**src/rtl/divstep_pkg.sv**
```systemverilog
// Package: shared types for the single-step division unit.
// Assumes: nothing beyond IEEE 1800-2017.
package divstep_pkg;
    // Arithmetic direction chosen for one step.
    typedef enum logic {
        STEP_SUB = 1'b0,
        STEP_ADD = 1'b1
    } step_op_e;

    // Flag triple kept alongside the remainder.
    typedef struct packed {
        logic q;
        logic m;
        logic t;
    } step_flags_t;
endpackage

```
**src/rtl/divstep_alu.sv**
```systemverilog
// Module: divstep_alu
// Shifts the partial remainder left with the T bit entering at bit 0, then
// adds or subtracts the divisor. Reports the shifted-out bit and the
// carry/borrow of the W-bit operation.
// Assumes: W >= 2; op is chosen by divstep_flags.
module divstep_alu
    import divstep_pkg::*;
#(
    parameter int W = 32
) (
    input  logic [W-1:0] rem_in,
    input  logic [W-1:0] divisor,
    input  logic         t_in,
    input  step_op_e     op,
    output logic [W-1:0] result,
    output logic         out_bit,
    output logic         cy
);
    localparam int XW = W + 1;

    logic [W-1:0]  shifted;
    logic [XW-1:0] wide;

    // Form the shifted remainder and the extended sum or difference.
    always_comb begin
        shifted = {rem_in[W-2:0], t_in};
        out_bit = rem_in[W-1];
        if (op == STEP_SUB) begin
            wide = {1'b0, shifted} - {1'b0, divisor};
        end else begin
            wide = {1'b0, shifted} + {1'b0, divisor};
        end
        result = wide[W-1:0];
        cy     = wide[XW-1];
    end
endmodule

```
**src/rtl/divstep_flags.sv**
```systemverilog
// Module: divstep_flags
// Picks add or subtract from the stored Q and M, and derives the next Q and
// T from the shifted-out bit and the carry/borrow of the ALU.
// Assumes: cy is a carry for STEP_ADD and a borrow for STEP_SUB.
module divstep_flags
    import divstep_pkg::*;
(
    input  logic     old_q,
    input  logic     m,
    input  logic     out_bit,
    input  logic     cy,
    output step_op_e op,
    output logic     new_q,
    output logic     new_t
);
    logic mix;

    // Choose the operation and resolve the next Q for each Q/M pairing.
    always_comb begin
        op  = (old_q == m) ? STEP_SUB : STEP_ADD;
        mix = out_bit ^ cy;
        unique case ({old_q, m})
            2'b00:   new_q = mix;
            2'b11:   new_q = ~mix;
            2'b01:   new_q = ~mix;
            default: new_q = mix;
        endcase
        new_t = (new_q == m);
    end
endmodule

```
**src/rtl/divstep_unit.sv**
```systemverilog
// Module: divstep_unit
// One non-restoring division step per strobe. Holds the remainder and the
// Q/M/T flags in registers. A flag load has priority over a step.
// Assumes: step and flag_load are single-cycle pulses; the caller feeds
// rem_out back into rem_in when chaining steps.
module divstep_unit
    import divstep_pkg::*;
#(
    parameter int W = 32
) (
    input  logic         clk,
    input  logic         rst_n,
    input  logic         flag_load,
    input  logic         q_set,
    input  logic         m_set,
    input  logic         t_set,
    input  logic         step,
    input  logic [W-1:0] divisor,
    input  logic [W-1:0] rem_in,
    output logic [W-1:0] rem_out,
    output logic         q_out,
    output logic         m_out,
    output logic         t_out
);
    step_flags_t  flags_r;
    logic [W-1:0] rem_r;
    step_op_e     op;
    logic [W-1:0] alu_res;
    logic         out_bit;
    logic         cy;
    logic         nq;
    logic         nt;

    divstep_alu #(.W(W)) u_alu (
        .rem_in  (rem_in),
        .divisor (divisor),
        .t_in    (flags_r.t),
        .op      (op),
        .result  (alu_res),
        .out_bit (out_bit),
        .cy      (cy)
    );

    divstep_flags u_flags (
        .old_q   (flags_r.q),
        .m       (flags_r.m),
        .out_bit (out_bit),
        .cy      (cy),
        .op      (op),
        .new_q   (nq),
        .new_t   (nt)
    );

    // Update flags and remainder: reset, then load, then step.
    always_ff @(posedge clk) begin
        if (!rst_n) begin
            flags_r <= '0;
            rem_r   <= '0;
        end else if (flag_load) begin
            flags_r <= '{q: q_set, m: m_set, t: t_set};
        end else if (step) begin
            flags_r.q <= nq;
            flags_r.t <= nt;
            rem_r     <= alu_res;
        end
    end

    assign rem_out = rem_r;
    assign q_out   = flags_r.q;
    assign m_out   = flags_r.m;
    assign t_out   = flags_r.t;

    // a load shows up on the flag outputs one cycle later.
    a_r2_load_flags: assert property (@(posedge clk) disable iff (!rst_n)
        $past(rst_n) && $past(flag_load) |->
            (q_out == $past(q_set)) && (m_out == $past(m_set)) && (t_out == $past(t_set)));

    // after a step T reports whether Q matches M, and M is untouched.
    a_r6_t_tracks_q: assert property (@(posedge clk) disable iff (!rst_n)
        $past(rst_n) && $past(step) && !$past(flag_load) |->
            (t_out == (q_out == m_out)) && $stable(m_out));

    // idle cycles leave every output unchanged.
    a_r7_idle_hold: assert property (@(posedge clk) disable iff (!rst_n)
        $past(rst_n) && !$past(step) && !$past(flag_load) |->
            $stable(rem_out) && $stable(q_out) && $stable(m_out) && $stable(t_out));

    // a load in the same cycle as a step keeps the remainder.
    a_r8_load_wins: assert property (@(posedge clk) disable iff (!rst_n)
        $past(rst_n) && $past(flag_load) |-> $stable(rem_out));
endmodule

```
**config.mk**
```make
export PLATFORM = sky130hd
export DESIGN_NAME = divstep_unit
export DESIGN_NICKNAME = d
export VERILOG_FILES = /design/src/rtl/divstep_pkg.sv /design/src/rtl/divstep_alu.sv /design/src/rtl/divstep_flags.sv /design/src/rtl/divstep_unit.sv
export SDC_FILE = /design/constraint.sdc
export NUM_CORES = 1
export LEC_CHECK = 0
export ABC_AREA = 1
export BUFFER_PORTS_ARGS = -buffer_cell sky130_fd_sc_hd__buf_2
export CAP_MARGIN = 10
export CORE_ASPECT_RATIO = 1.4
export CORE_MARGIN = 5
export CORE_UTILIZATION = 53
export CTS_CLUSTER_DIAMETER = 50
export DETAILED_ROUTE_END_ITERATION = 10
export MAX_ROUTING_LAYER = met4
export PLACE_DENSITY_LB_ADDON = 0.25
export REMOVE_ABC_BUFFERS = 1
export SYNTH_ARGS = -nofsm -noshare
export SYNTH_HDL_FRONTEND = slang
export SYNTH_SLANG_ARGS = --single-unit
```
**constraint.sdc**
```tcl
create_clock -name clk -period 8.4 [get_ports clk]
set_input_delay 1.68 -clock clk [delete_from_list [all_inputs] [get_ports clk]]
set_output_delay 1.68 -clock clk [all_outputs]
set_load 0.01 [all_outputs]
```
======== Word level (Yosys, flattened, before mapping) ========
Cells that the tools add are included.
operators by class
  $add $sub $neg .......................... 2
  eq/ne operators ......................... 4
  mux-type cells .......................... 6
  bitwise operators ....................... 3
  reductions and logical operators ........ 3
operator list
  operator            count
  $add 32x32->33      1
  $mux 33             1
  $sub 32x32->33      1
  $mux 1              5
  $eq 1x1->1          2
  $eq 2x1->1 const B  1
  $eq 2x2->1 const B  1
  $not 1->1           2
  $reduce_and 2->1    1
  $reduce_bool 2->1   1
  $reduce_or 2->1     1
  $xor 1x1->1         1
storage, ports and cells
  bits in registers ....................... 35
  input bits .............................. 71
  output and inout port bits .............. 35
  word-level logic and storage cells ...... 22

======== Longest topological paths before layout ========
  depth after elaboration ................. 8
  gate-level depth with buffers ........... 27

======== Modules after synthesis ========
From an unflattened synthesis, not the netlist that was laid out.
second synthesis, totals
  cells, all modules ...................... 899
  area total of the unflattened synthesis .. 4952.2 um2
modules (own cells, without submodules)
  module         times used  cells an instance  area each (um2)  sequential area each (um2)
  divstep_alu    1           717                3430.8           0.0
  divstep_unit   1           159                1392.6           700.7
  divstep_flags  1           23                 128.9            0.0

======== Worst setup path before layout ========
No wires, ideal clock.
  path kind ............................... input -> register
  start ................................... in divisor[1]
  end ..................................... reg flags_r (netlist bit t_out)
  setup time .............................. 0.132 ns
  data arrival time ....................... 4.189 ns
  required time ........................... 8.268 ns
  setup slack ............................. 4.079 ns
  stages .................................. 26
  path buffers ............................ 0
  cell sequence ........................... inv_1 -> ha_1 -> nand2_1 -> nor2_2 -> nor2_1 -> inv_1 -> nand3_1 -> nor2_1 -> o21ai_0 -> xor2_1 -> inv_1 -> ha_1 -> nand2_1 -> inv_1 -> nand2_1 -> nand2_1 -> nand2_1 -> nand2_1 -> a21oi_1 -> nand2_2 -> nand2_1 -> nand3_2 -> nand2_1 -> nand2_1 -> nand3_1 -> a21oi_1
on the way
  cells in the longest elaborated chain, start to end .. 8
RTL lines
  what                                              line                                      RTL
  start: declaration                                divstep_unit.sv:18                        input logic [W-1:0] divisor,
  $add 32x32->33 or $sub 32x32->33 (tied branches)  divstep_alu.sv:31, divstep_alu.sv:29
  $mux 33 *                                         divstep_alu.sv:28                         if (op == STEP_SUB) begin
  $xor 1x1->1 *                                     divstep_flags.sv:21                       mix = out_bit ^ cy;
  $not 1->1                                         divstep_flags.sv:24, divstep_flags.sv:25
  $mux 1 *                                          --
  $eq 1x1->1 *                                      divstep_flags.sv:28                       new_t = (new_q == m);
  $mux 1 *                                          divstep_unit.sv:61                        end else if (step) begin
  $mux 1 *                                          divstep_unit.sv:59                        end else if (flag_load) begin
  end signal: assignment                            divstep_unit.sv:60                        flags_r <= '{q: q_set, m: m_set, t: t_set};
  end: declaration                                  divstep_unit.sv:25                        step_flags_t flags_r;
Every way passes the cells marked *; elsewhere a longest branch is shown, timed or not. The select of a mux whose other input is x is not followed.
A chain may end at the register's enable or synchronous reset.

======== Worst setup path after layout ========
Same ends and word-level chain as after synthesis.

==> out/qor.yml <==
synthToLayoutAreaGrowth_pct: 16.2
yosysSeqAreaShare_pct: 16.5
min_period_ns: 4.70
synth_cells: 716
outcome: "finished clean"
slew_violations: 0
dr.pass1.iters: 5
drive_gt1_share_pct: 16.9
gp_congestion: 0.972
irDropWorstVdd_uv: 105
fmax_mhz: 213
totalWireLength_mm: 12.9
grt_pass1_wl_mm: 21.7
startpoint_type: "primary input"
die_w_um: 85.7
synth_top_cell_area_share_pct: 16.5
drtIter0Drc: 226
wl_per_cell_um: 14.1
start_util_pct: 54.5
skew_ns: 0.0153
clockBufferDepth: 2
post-route-period-util_pct: 55.9
first_global_vias: 4763
antenna_cells: 0
fp.dieH_um: 116
ys_warn_count: 0
rsz0062_at_grt: "false"
relSlewSlack_pct: 31.5
dpl_cell_area_um2: 4850
htreeDepth: 2
hold_viol_final: 0
critPathCaptureType: "register"
synth-edff-count: 0
io_pins: 106
core-area_um2: 7800
power.density_nw_per_um2: 181
cts_hold_buffers: 0
utilization_pct: 63.3
routed_via_density: 5.20
fin_area_um2: 4940
grt.overflow.total: 0
setup_violations: 0
grt_max_degree: 50
clk_latency_ns: 0.31
crit_type: "in -> reg"
arrival_ns: 4.84
synth-seq-cells: 35
cts_setup_buffers: 0
dp_hpwl_mm: 10.8
synth.area.top_cells: "dfxtp_1 16%, nand2_1 12%, nor2_1 12%, inv_1 11%, ha_1 10%"
worstPathMaxFanout: 5
cts_tree: "yes"
fin_setup_tns_ns: 0
clock_sinks: 35
clockRootBuffer: "clkbuf_8"
post_cts_resized: 0
p_leak_nw: 2.81
path_clk_slew_ns: 0.07
yosysTopAreaCell: "dfxtp_1"
syn_area_um2: 4250
cp.required_ns: 8.54
synthArstFlopShare_pct: 0
cap_violations: 0
r2r_slack_ns: 3.92
dieArea_um2: 9930
fin_nets: 924
yosys_most_used_dff: "dfxtp_1"
cts_buffers: 5
ant_nets: 0
numPortBuffers: 105
antenna_found_initial: 0
rows: 38
dr_total_vias: 4772
holdCritPathClass: "reg -> reg"
grt.total_usage_pct: 28.0
postSynthAreaPerCell_um2: 5.93
tightest_slew_ns: 1.03
ys_types: 44
drc: 0
power breakdown:
| part | total (mW) | internal, mW | switching, mW |
|---|---|---|---|
| sequential | 0.191 | 0.182 | 0.00806 |
| clock | 0.128 | 0.0569 | 0.0710 |
| combinational | 0.575 | 0.213 | 0.361 |
worst max-delay path: stages:
cell     delay [ns]
buf_2          0.09
inv_1          0.11
ha_1           0.19
nand2_1        0.10
nor2_2         0.22
nor2_1         0.10
inv_1          0.11
nand3_1        0.14
nor2_1         0.17
o21ai_0        0.12
xor2_1         0.16
inv_1          0.06
ha_1           0.34
nand2_1        0.10
inv_1          0.06
nand2_1        0.06
nand2_1        0.06
nand2_1        0.06
nand2_1        0.04
a21oi_1        0.32
nand2_2        0.10
nand2_1        0.08
nand3_2        0.08
nand2_1        0.08
nand2_1        0.05
nand3_1        0.06
a21oi_1        0.06
final timing paths:
path	from	endpoint	cells past startpoint
max reg2reg	q_out	t_out	24
max	divisor[1]	t_out	27
min reg2reg	rem_out[1]	rem_out[1]	2
min	rem_out[1]	rem_out[1]	2
cells in the mapped netlist, types with 2 or more instances:
library cell and n:
nor3_1 9, a21oi_1 41, ha_1 35, nor2_2 3, nand3_1 35, o21bai_1 5
nand4_1 4, o21a_1 3, nor3_2 3, nand2_2 6, xnor2_1 15, nor2_1 131
a21boi_0 2, a31oi_1 7, dfxtp_1 35, nand3_2 2, a22oi_1 2, buf_2 2
and3_1 2, inv_1 122, xor2_1 32, a21o_1 6, o21ai_2 3, o211ai_1 4
o21ai_1 9, nand2_1 138, clkbuf_1 8, o21ai_0 36
metal layers:
layer / part of all wire, % / track usage, %
met2: 48 / 48.4
met5: 0 / -
met1: 43 / 32.2
met3: 4.8 / 3.20
met4: 4.0 / 13.1
layout by cell type, fill, tap and decap left out, types with 7 or more instances in the layout:
| cell type | synthesis | layout |
|---|---|---|
| a21oi_1 | 41 | 41 |
| a31oi_1 | 7 | 7 |
| buf_2 | 2 | 105 |
| dfxtp_1 | 35 | 35 |
| ha_1 | 35 | 35 |
| inv_1 | 122 | 122 |
| nand2_1 | 138 | 138 |
| nand3_1 | 35 | 35 |
| nor2_1 | 131 | 131 |
| nor3_1 | 9 | 9 |
| o21ai_0 | 36 | 36 |
| o21ai_1 | 9 | 9 |
| xnor2_1 | 15 | 15 |
| xor2_1 | 32 | 32 |
layout make-up:
class,count,area (µm²)
multi-input combinational,546,3030
fill,774,2860
sequential,35,701
timing repair buffer,106,533
inverter,123,462
tap,100,125
clock buffer,5,68.8
clock inverter,3,15.0
kinds of logic after synthesis:
| family | after synthesis | synth area share (%) |
|---|---|---|
| and+or+nand+nor | 338 | 33.4 |
| buffers and inverters | 135 | 12.2 |
| AOI/OAI and AO/OA | 125 | 17.5 |
| xor gates and xnor gates | 47 | 9.69 |
| adders and majority gates | 36 | 10.8 |
| DFF | 35 | 16.5 |
sequential cells by signal, indices dropped and copies added (netlist names):
name / flops
q_out: 1
t_out: 1
m_out: 1
rem_out: 32
stage by stage:
stage	hold WS [ns]	setup slack (ns)	cells	power, mW
after floorplan	0.510	4.03	704	0.612
after global placement	0.467	3.43	910	0.755
after detailed placement	0.487	3.38	910	0.763
after CTS	0.498	3.70	918	0.894
after global routing	0.531	3.31	918	0.980
final	0.496	3.70	918	0.893
(Power assumes the default switching activity.)
